==> src/rtl/tbe_pkg.sv <==
`timescale 1ns/1ps
// Package: shared widths, source identifiers and the Hamming check
// generator used by the trigger/broadcast encoder.
// Assumes payloads are zero-extended to LP_W before check generation.
package tbe_pkg;
    localparam int SD_W  = 8;                  // short data width
    localparam int SC_W  = 5;                  // short check width
    localparam int LA_W  = 14;                 // long address width
    localparam int LS_W  = 8;                  // long sub-address width
    localparam int LD_W  = 8;                  // long data width
    localparam int LP_W  = LA_W + 2 + LS_W + LD_W; // long payload width
    localparam int LC_W  = 7;                  // long check width
    localparam int S_LEN = SD_W + SC_W + 3;    // short frame length
    localparam int L_LEN = LP_W + LC_W + 3;    // long frame length
    localparam int FR_W  = L_LEN;              // frame buffer width
    localparam int CNT_W = $clog2(L_LEN + 1);
    localparam int N_SRC = 5;
    localparam int SRC_W = 3;
    localparam int IDX_W = $clog2(LP_W);

    typedef enum logic [SRC_W-1:0] {
        SRC_BCR = 3'd0,
        SRC_ECR = 3'd1,
        SRC_DEC = 3'd2,
        SRC_FEC = 3'd3,
        SRC_DST = 3'd4
    } src_e;

    // Returns nc Hamming bits in [nc-1:0] and overall parity in [nc].
    function automatic logic [LC_W-1:0] ham_chk(input logic [LP_W-1:0] d,
                                                input int nd, input int nc);
        logic [LC_W-1:0] r;
        int j;
        r = '0;
        j = 0;
        for (int p = 3; p < 64; p++) begin
            if (((p & (p - 1)) != 0) && (j < nd)) begin
                for (int i = 0; i < LC_W - 1; i++) begin
                    if ((i < nc) && (((p >> i) & 1) == 1))
                        r[i] = r[i] ^ d[j[IDX_W-1:0]];
                end
                j++;
            end
        end
        r[nc[2:0]] = (^d) ^ (^r);
        return r;
    endfunction
endpackage

==> src/rtl/tbe_prio_arb.sv <==
`timescale 1ns/1ps
// Fixed-priority arbiter: index 0 wins. Grants only while en is high.
// Assumes requests are held until granted; clk/rst_n serve the checks.
module tbe_prio_arb #(
    parameter int N = 5
) (
    input  logic         clk,
    input  logic         rst_n,
    input  logic         en,
    input  logic [N-1:0] req,
    output logic [N-1:0] grant
);
    // One grant term per requester, masked by all higher-priority ones.
    for (genvar g = 0; g < N; g++) begin : g_slot
        if (g == 0) begin : g_top
            assign grant[g] = en & req[g];
        end else begin : g_rest
            assign grant[g] = en & req[g] & ~(|req[g-1:0]);
        end
    end

    AST_GRANT_ONEHOT: assert property (@(posedge clk) disable iff (!rst_n)
        $onehot0(grant));
    AST_GRANT_HAS_REQ: assert property (@(posedge clk) disable iff (!rst_n)
        (grant & ~req) == '0);
    AST_GRANT_WHEN_FREE: assert property (@(posedge clk) disable iff (!rst_n)
        (|grant) |-> en);
endmodule

==> src/rtl/tbe_frame_build.sv <==
`timescale 1ns/1ps
// Frame builder: forms the left-justified frame and its length for the
// selected source, with Hamming check bits. Purely combinational.
// Assumes source fields are stable in the cycle the frame is loaded.
module tbe_frame_build
    import tbe_pkg::*;
#(
    parameter logic [SD_W-1:0] BCR_CODE = 8'h01,
    parameter logic [SD_W-1:0] ECR_CODE = 8'h02
) (
    input  src_e             sel,
    input  logic [SD_W-1:0]  dec_word,
    input  logic [SD_W-1:0]  fec_word,
    input  logic [LA_W-1:0]  dst_node,
    input  logic             dst_ext,
    input  logic [LS_W-1:0]  dst_sub,
    input  logic [LD_W-1:0]  dst_data,
    output logic [FR_W-1:0]  frame,
    output logic [CNT_W-1:0] flen
);
    logic [SD_W-1:0] sdat;
    logic [LP_W-1:0] payload;
    logic [LC_W-1:0] schk;
    logic [LC_W-1:0] lchk;

    // Pick the short-frame data byte for the granted source.
    always_comb begin
        case (sel)
            SRC_BCR: sdat = BCR_CODE;
            SRC_ECR: sdat = ECR_CODE;
            SRC_DEC: sdat = dec_word;
            SRC_FEC: sdat = fec_word;
            default: sdat = '0;
        endcase
    end

    assign payload = {dst_node, dst_ext, 1'b1, dst_sub, dst_data};

    // Compute both check fields.
    always_comb begin
        schk = ham_chk({{(LP_W-SD_W){1'b0}}, sdat}, SD_W, SC_W - 1);
        lchk = ham_chk(payload, LP_W, LC_W - 1);
    end

    // Assemble the frame for the selected format, MSB sent first.
    always_comb begin
        if (sel == SRC_DST) begin
            frame = {1'b0, 1'b1, payload, lchk, 1'b1};
            flen  = CNT_W'(L_LEN);
        end else begin
            frame = {2'b00, sdat, schk[SC_W-1:0], 1'b1, {(FR_W-S_LEN){1'b0}}};
            flen  = CNT_W'(S_LEN);
        end
    end
endmodule

==> src/rtl/tbe_line_mux.sv <==
`timescale 1ns/1ps
// Line multiplexer: alternates channel-A and channel-B slots on one
// serial output and shifts out loaded frames on the B slots.
// Assumes load is raised only while free is high.
module tbe_line_mux
    import tbe_pkg::*;
(
    input  logic             clk,
    input  logic             rst_n,
    input  logic             trig_accept,
    input  logic             load,
    input  logic [FR_W-1:0]  frame,
    input  logic [CNT_W-1:0] flen,
    output logic             free,
    output logic             line_bit,
    output logic             line_is_b
);
    logic             ph;
    logic [FR_W-1:0]  sh;
    logic [CNT_W-1:0] left;

    assign free = ph && (left == '0);

    // Slot sequencing, channel-A pass-through and channel-B shifting.
    always_ff @(posedge clk) begin
        if (!rst_n) begin
            ph        <= 1'b0;
            line_bit  <= 1'b1;
            line_is_b <= 1'b1;
            sh        <= '0;
            left      <= '0;
        end else begin
            ph <= ~ph;
            if (!ph) begin
                line_bit  <= trig_accept;
                line_is_b <= 1'b0;
            end else begin
                line_is_b <= 1'b1;
                if (load) begin
                    line_bit <= frame[FR_W-1];
                    sh       <= frame << 1;
                    left     <= flen - 1'b1;
                end else if (left != '0) begin
                    line_bit <= sh[FR_W-1];
                    sh       <= sh << 1;
                    left     <= left - 1'b1;
                end else begin
                    line_bit <= 1'b1;
                end
            end
        end
    end

    AST_A_SLOT_PASS: assert property (@(posedge clk) disable iff (!rst_n)
        !line_is_b |-> (line_bit == $past(trig_accept)));
    AST_B_IDLE_HIGH: assert property (@(posedge clk) disable iff (!rst_n)
        (ph && (left == '0) && !load) |=> line_bit);
    AST_LEFT_BOUND: assert property (@(posedge clk) disable iff (!rst_n)
        left <= CNT_W'(L_LEN - 1));
endmodule

==> src/rtl/trig_bcast_encoder.sv <==
`timescale 1ns/1ps
// Trigger and broadcast channel encoder (top). Merges the per-crossing
// accept bit with prioritised short/long broadcast frames on one line.
// Assumes requesters hold req and data stable until acknowledged.
module trig_bcast_encoder
    import tbe_pkg::*;
#(
    parameter logic [SD_W-1:0] BCR_CODE = 8'h01,
    parameter logic [SD_W-1:0] ECR_CODE = 8'h02
) (
    input  logic            clk,
    input  logic            rst_n,
    input  logic            trig_accept,
    input  logic            bcr_req,
    output logic            bcr_ack,
    input  logic            ecr_req,
    output logic            ecr_ack,
    input  logic            dec_req,
    input  logic [SD_W-1:0] dec_word,
    output logic            dec_ack,
    input  logic            fec_req,
    input  logic [SD_W-1:0] fec_word,
    output logic            fec_ack,
    input  logic            dst_req,
    input  logic [LA_W-1:0] dst_node,
    input  logic            dst_ext,
    input  logic [LS_W-1:0] dst_sub,
    input  logic [LD_W-1:0] dst_data,
    output logic            dst_ack,
    output logic            line_bit,
    output logic            line_is_b
);
    logic [N_SRC-1:0] req_vec;
    logic [N_SRC-1:0] grant;
    logic             free;
    src_e             sel;
    logic [FR_W-1:0]  frame;
    logic [CNT_W-1:0] flen;

    assign req_vec = {dst_req, fec_req, dec_req, ecr_req, bcr_req};

    tbe_prio_arb #(.N(N_SRC)) u_arb (
        .clk   (clk),
        .rst_n (rst_n),
        .en    (free),
        .req   (req_vec),
        .grant (grant)
    );

    // Encode the one-hot grant into a source identifier.
    always_comb begin
        sel = SRC_BCR;
        for (int i = N_SRC - 1; i >= 0; i--) begin
            if (grant[i]) sel = src_e'(i[SRC_W-1:0]);
        end
    end

    assign bcr_ack = grant[SRC_BCR];
    assign ecr_ack = grant[SRC_ECR];
    assign dec_ack = grant[SRC_DEC];
    assign fec_ack = grant[SRC_FEC];
    assign dst_ack = grant[SRC_DST];

    tbe_frame_build #(.BCR_CODE(BCR_CODE), .ECR_CODE(ECR_CODE)) u_build (
        .sel      (sel),
        .dec_word (dec_word),
        .fec_word (fec_word),
        .dst_node (dst_node),
        .dst_ext  (dst_ext),
        .dst_sub  (dst_sub),
        .dst_data (dst_data),
        .frame    (frame),
        .flen     (flen)
    );

    tbe_line_mux u_line (
        .clk         (clk),
        .rst_n       (rst_n),
        .trig_accept (trig_accept),
        .load        (|grant),
        .frame       (frame),
        .flen        (flen),
        .free        (free),
        .line_bit    (line_bit),
        .line_is_b   (line_is_b)
    );

    AST_BCR_ACK_PULSE: assert property (@(posedge clk) disable iff (!rst_n)
        bcr_ack |=> !bcr_ack);
    AST_DST_ACK_PULSE: assert property (@(posedge clk) disable iff (!rst_n)
        dst_ack |=> !dst_ack);
    AST_ACK_ON_B_SLOT: assert property (@(posedge clk) disable iff (!rst_n)
        (|grant) |=> line_is_b && !line_bit);
endmodule

==> config.mk <==
export PLATFORM = sky130hd
export DESIGN_NAME = trig_bcast_encoder
export DESIGN_NICKNAME = d
export VERILOG_FILES = /design/src/rtl/tbe_pkg.sv /design/src/rtl/tbe_prio_arb.sv /design/src/rtl/tbe_frame_build.sv /design/src/rtl/tbe_line_mux.sv /design/src/rtl/trig_bcast_encoder.sv
export SDC_FILE = /design/constraint.sdc
export NUM_CORES = 1
export LEC_CHECK = 0
export ABC_AREA = 1
export CAP_MARGIN = 30
export CORE_ASPECT_RATIO = 1.25
export CORE_MARGIN = 2
export CORE_UTILIZATION = 29
export CTS_BUF_LIST = sky130_fd_sc_hd__clkbuf_4 sky130_fd_sc_hd__clkbuf_8
export CTS_CLUSTER_SIZE = 10
export DETAILED_ROUTE_END_ITERATION = 8
export PLACE_DENSITY = 0.5
export SLEW_MARGIN = 10
export SYNTH_ARGS = -nofsm -noshare
export SYNTH_HDL_FRONTEND = slang
export SYNTH_SLANG_ARGS = --single-unit
==> constraint.sdc <==
create_clock -name clk -period 3.11 [get_ports clk]
set_input_delay 0.622 -clock clk [delete_from_list [all_inputs] [get_ports clk]]
set_output_delay 0.622 -clock clk [all_outputs]
set_load 0.02 [all_outputs]
After elaboration in Yosys (flattened, before gate mapping)
Index checks and enable logic that the tools add are counted.
- flip-flop bits (word level): 51
- bits in latches: 0
- RAM bits: 0
- ROM bits: 0
- word-level logic and storage cells: 155
- memories: 0
- add/sub/neg operators: 2
- $mul: 0
- divide/modulo/power cells: 0
- order comparisons: 0
- equality and inequality tests: 4
- shift operators: 0
- multiplexer cells: 16
- bitwise logic cells: 114
- reductions and logical operators: 14
- operator list (kind ; number):
    XOR 1 bit ; 97
    two-way mux 42 bit ; 2
    XOR reduction 32 bit ; 2
    two-way mux 41 bit ; 1
    one-hot mux 8 bit (4 select lines) ; 1
    two-way mux 6 bit ; 3
    two-way mux 3 bit ; 5
    XOR reduction 7 bit ; 2
    subtractor 6 x 1 -> 6 bit, second input constant ; 2
    AND 1 bit ; 9
    NOT 1 bit ; 8
    equality test 3 x 2 -> 1 bit, second input constant ; 2
    logical NOT 6 bit ; 1
    nonzero test 6 bit ; 1
    OR reduction 5 bit ; 1
    two-way mux 1 bit ; 4
    OR reduction 4 bit ; 1
    equality test 3 x 1 -> 1 bit, second input constant ; 1
    equality test 3 bit, second input constant ; 1
    logical NOT 3 bit ; 1
    OR reduction 3 bit ; 1
    AND reduction 2 bit ; 1
    nonzero test 2 bit ; 1
    OR reduction 2 bit ; 1
    logical AND 1 bit ; 1

Depth between registers and ports, before layout
- word-level depth: 21
- depth in mapped cells: 22
- mapped depth without buffers: 21

By module
From an unflattened synthesis, not the netlist that was laid out.
- cell total of the unflattened synthesis: 877
- area total of the unflattened synthesis: 4673.2 um^2
- by module, submodules not included (module ; instances ; cells an instance ; area each (um^2) ; seq. area each (um^2)):
    tbe_line_mux ; 1 ; 403 ; 2511.2 ; 1001.0
    tbe_frame_build ; 1 ; 449 ; 2058.2 ; 0.0
    tbe_prio_arb ; 1 ; 14 ; 56.3 ; 0.0
    trig_bcast_encoder ; 1 ; 11 ; 47.5 ; 0.0

Least setup slack after synthesis
OpenSTA, ideal clock, no wires.
- kind: input-to-reg
- start point: in ecr_req
- end point: reg u_line.sh[32]
- setup time: 0.131 ns
- arrival: 2.168 ns
- required time: 2.979 ns
- path slack: 0.812 ns
- stages: 20
- cell sequence: nor2_1 -> nand2_1 -> nor2_2 -> nand2_2 -> inv_1 -> nand2_1 -> nand3_2 -> inv_2 -> nand2_2 -> nand2_1 -> nand2_1 -> nand2_1 -> inv_2 -> nand3_1 -> nand2_1 -> nand2_1 -> nand2_1 -> nand2_1 -> nand2_1 -> a21oi_2
- elaborated cells between the ends (all ways): 44
- RTL lines (what ; RTL line ; RTL):
    start: declaration ; trig_bcast_encoder.sv:16 ; input logic ecr_req,
    OR reduction 3 bit * ; tbe_prio_arb.sv:18 ; assign grant[g] = en & req[g] & ~(|req[g-1:0]);
    NOT 1 bit * ; tbe_prio_arb.sv:18 ;
    AND 1 bit * ; tbe_prio_arb.sv:18 ;
    named net fec_ack ; trig_bcast_encoder.sv:23 ; output logic fec_ack,
    two-way mux 3 bit (4 in a row) ; trig_bcast_encoder.sv:54 ; if (grant[i]) sel = src_e'(i[SRC_W-1:0]);
    equality test 3 x 2 -> 1 bit (tied with other cells) ; tbe_frame_build.sv:28 ; case (sel)
    one-hot mux 8 bit (4 select lines) ; tbe_frame_build.sv:28 ;
    XOR 1 bit (4 in a row) ; tbe_pkg.sv:40 ; r[i] = r[i] ^ d[j[IDX_W-1:0]];
    XOR reduction 7 bit ; tbe_pkg.sv:45 ; r[nc[2:0]] = (^d) ^ (^r);
    XOR 1 bit ; tbe_pkg.sv:45 ;
    two-way mux 41 bit ; tbe_frame_build.sv:47 ; if (sel == SRC_DST) begin
    two-way mux 42 bit ; tbe_line_mux.sv:39 ; if (load) begin
    end signal: assignment ; tbe_line_mux.sv:41 ; sh <= frame << 1;
    end signal: assignment ; tbe_line_mux.sv:45 ; sh <= sh << 1;
    end: declaration ; tbe_line_mux.sv:19 ; logic [FR_W-1:0] sh;
The timed path passes the listed nets; every way through them passes the cells marked *.
A chain may end at the register's enable or synchronous reset.

Worst setup path after layout
- start point: in ecr_req
- end point: out dst_ack
- word-level cells in the longest chain between the ends: 3
- RTL lines (what ; RTL line ; RTL):
    OR reduction 4 bit ; tbe_prio_arb.sv:18 ;
    NOT 1 bit ; tbe_prio_arb.sv:18 ;
    AND 1 bit ; tbe_prio_arb.sv:18 ;
    end: declaration ; trig_bcast_encoder.sv:29 ; output logic dst_ack,
Every way passes these cells.

==> impl_metrics.toml <==
[critical_path]
cp.arrival_ns = 2.37
cpMaxStageDelayCell = "clkdlybuf4s50_1"
worstRegToRegCells = 12
start_kind = "input port"
slowest_delay_ns = 0.63
crit_path_end_kind = "primary output"
r2r_start = "u_line.left[0]$_SDFFE_PN0P_"
path_delay_family = "buffers and inverters"
r2r_end = "u_line.sh[34]$_SDFFE_PN0P_"
ff2ff_setup_slack_ns = 0.65
worstPathRequired_ns = 2.49
path_cells = "clkdlybuf4s50_1 -> nor2_1 -> nand2_1 -> inv_1 -> nand4_2 -> inv_1 -> clkdlybuf4s50_1"
path_buf_inv = 4
crit_path_max_fanout = 3
critPathKind = "input port to primary output"

[place]
port_buffers = 61
place_hpwl_mm = 7.65
gp_congestion = 0.799

[finish]
layout.nets = 624
fillers = 1276
syn_to_final_growth_pct = 27.8
drive_gt1_share_pct = 12.0
multi_input_area_sq_um = 2190
regArea_sq_um = 1000
diodes = 0

[floorplanning]
io_pins = 62
die_height_um = 127
core_area_sq_um = 11700
die_x_um = 102
start_util_pct = 29.9
die_area_sq_um = 12900
rows = 44

[cts]
postCtsHoldBufs = 0
clk_path_buf_depth = 2
post_cts_buffers = 0
cts.sinks = 50
clock_latency_ns = 0.32
cts_buffers = 5
cts_tree = "yes"
root_buffer = "clkbuf_8"
ctsResizeCount = 0
htree_levels = 2
path_clk_slew_ns = 0.10

[sta]
min_period_ns = 2.99
maxSlewHeadroom_pct = 67.4
period_share_pct = 96.1
maxClockFrequency_mhz = 334
setup_violations = 0
final_max_slew_viol_count = 0
finClkSkew_ns = 0.00439
hold_viol = 0
final.setup.tns_ns = 0
rsz0062_at_grt = "false"
worst-slew-pin-transition_ns = 0.490

[run_status]
status = "finished, final reports clean"

[drt]
ant_nets = 0
route.detailed.drc = 0
wl_mm = 9.81
wl_met3_um = 705
wl_met2_mm = 4.85
highest_layer = "met4"
dr.pass1.iters = 4
met1Wirelength_mm = 4.04
drt_iter0_drc = 145
vias = 3417
viasPerCell = 4.68
wire_per_inst_um = 13.4

[yosys]
syn_avg_cell_area_sq_um = 6.90
netlist_instances = 505
synth_most_common_cell = "nand2_1"
synth_edf_count = 0
synth_cell_type_count = 38
async_reset_ff_share_pct = 0
synth_common_cells = "nand2_1 (150), dfxtp_1 (50), inv_1 (38)"
seq_area_frac_synth_pct = 28.7
yosysTopAreaCell = "dfxtp_1"
ys_top_cells_by_area = "dfxtp_1 (29%), nand2_1 (16%), xnor2_1 (9.3%)"
syn_area_sq_um = 3480
yosys_register_bits = 50
synthFlopType = "dfxtp_1"
synth_nets = 561
yosysWarnings = 0
yosysTopAreaCellShare_pct = 28.7

[global_routing]
overflow = 0
grt_pass1_wl_mm = 16.3
grt_antenna_before_repair = 0
grt_max_degree = 47
grt_pass1_vias = 3414
grt.total_usage_pct = 15.7

[min_path]
min-delay-start = "u_line.sh[29]$_SDFFE_PN0P_"
hold_end = "u_line.sh[29]$_SDFFE_PN0P_"
holdCritPathClass = "flop to flop"
holdPathStages = 2

[flow_run]
cap_violations = 0

[pwr]
p_per_area_nw_per_um2 = 505
finalPower_mw = 2.25
ir_drop_mv = 0.217
p_leak_nw = 1.80
## worst register-to-register path, delay by kind of cell, from the launching register on
kind / cells / cell delay, ns
buf+inv: 3 / 0.57
simple gates: 7 / 0.97
flops: 1 / 0.34
compound gates: 2 / 0.47
## cell usage in the layout (no fill, tap or decap), types with 3 or more instances in the layout
| master | count |
|---|---|
| clkdlybuf4s50_1 | 61 |
| a221oi_1 | 8 |
| buf_4 | 13 |
| clkbuf_8 | 5 |
| or2_2 | 3 |
| inv_2 | 10 |
| xor2_1 | 28 |
| o21ai_0 | 18 |
| a21oi_1 | 27 |
| dfxtp_1 | 50 |
| xnor2_1 | 37 |
| nand2_1 | 150 |
| inv_1 | 38 |
| a31oi_1 | 26 |
| nor2_1 | 13 |
| nand3_2 | 9 |
| nor2_2 | 5 |
| nand3_1 | 28 |
| clkinv_1 | 4 |
| nand2_2 | 9 |
## cell families after synthesis
kind of cell | share of synthesized area (%)
simple gates | 29.9
compound gates | 15.6
buf+inv | 8.58
xor+xnor | 16.8
flops | 28.7
fa+ha+maj | 0.359
## power breakdown
part           internal (mW)  switching [mW]
Combinational          0.412           0.605
Sequential             0.700          0.0363
Clock                  0.246           0.252
Total                   1.36           0.893
## routing by layer
| metal | vias up | global-route usage (%) |
|---|---|---|
| met4 | 0 | 5.10 |
| met1 | 1550 | 18.4 |
| li1 | 1765 | - |
| met2 | 88 | 27.9 |
| met3 | 14 | 3.86 |
| met5 | - | 0 |
## worst max-delay path by stage
stage / to / slack (ns) / cells past startpoint / startpoint
global placement: fec_ack / 0.14 / 7 / ecr_req
finish: dst_ack / 0.12 / 7 / ecr_req
global route: dst_ack / 0.02 / 7 / ecr_req
detailed placement: u_line.sh[32]$_SDFFE_PN0P_ / 0.10 / 22 / ecr_req
floorplan: u_line.sh[32]$_SDFFE_PN0P_ / 0.81 / 20 / ecr_req
CTS: fec_ack / 0.09 / 7 / ecr_req
## metrics by stage
step | std cells | utilization [%] | worst slack [ns] | instance area (sq um) | hold WS, ns
after floorplan | 505 | - | 0.812 | 3480 | 0.440
after global placement | 722 | 37.1 | 0.136 | 4330 | 0.454
after detailed placement | 722 | 37.1 | 0.103 | 4330 | 0.456
after CTS | 730 | 38.1 | 0.0942 | 4450 | 0.473
after global routing | 730 | 38.1 | 0.0202 | 4450 | 0.496
final | 730 | 38.1 | 0.120 | 4450 | 0.469
## sequential cells by signal, summed over array words and instances (netlist names)
register and cells:
u_line.left 6, u_line.ph 1, u_line.line_bit 1, u_line.sh 41
u_line.line_is_b 1
## cell type report
cell class	count	share of cell area [%]
Multi-Input combinational cell	383	49.2
Sequential cell	50	22.5
Timing Repair Buffer	76	16.8
Tap cell	161	4.53
Inverter	52	4.38
Clock buffer	5	1.55
Clock inverter	3	1.07
(Power assumes the default switching activity.)
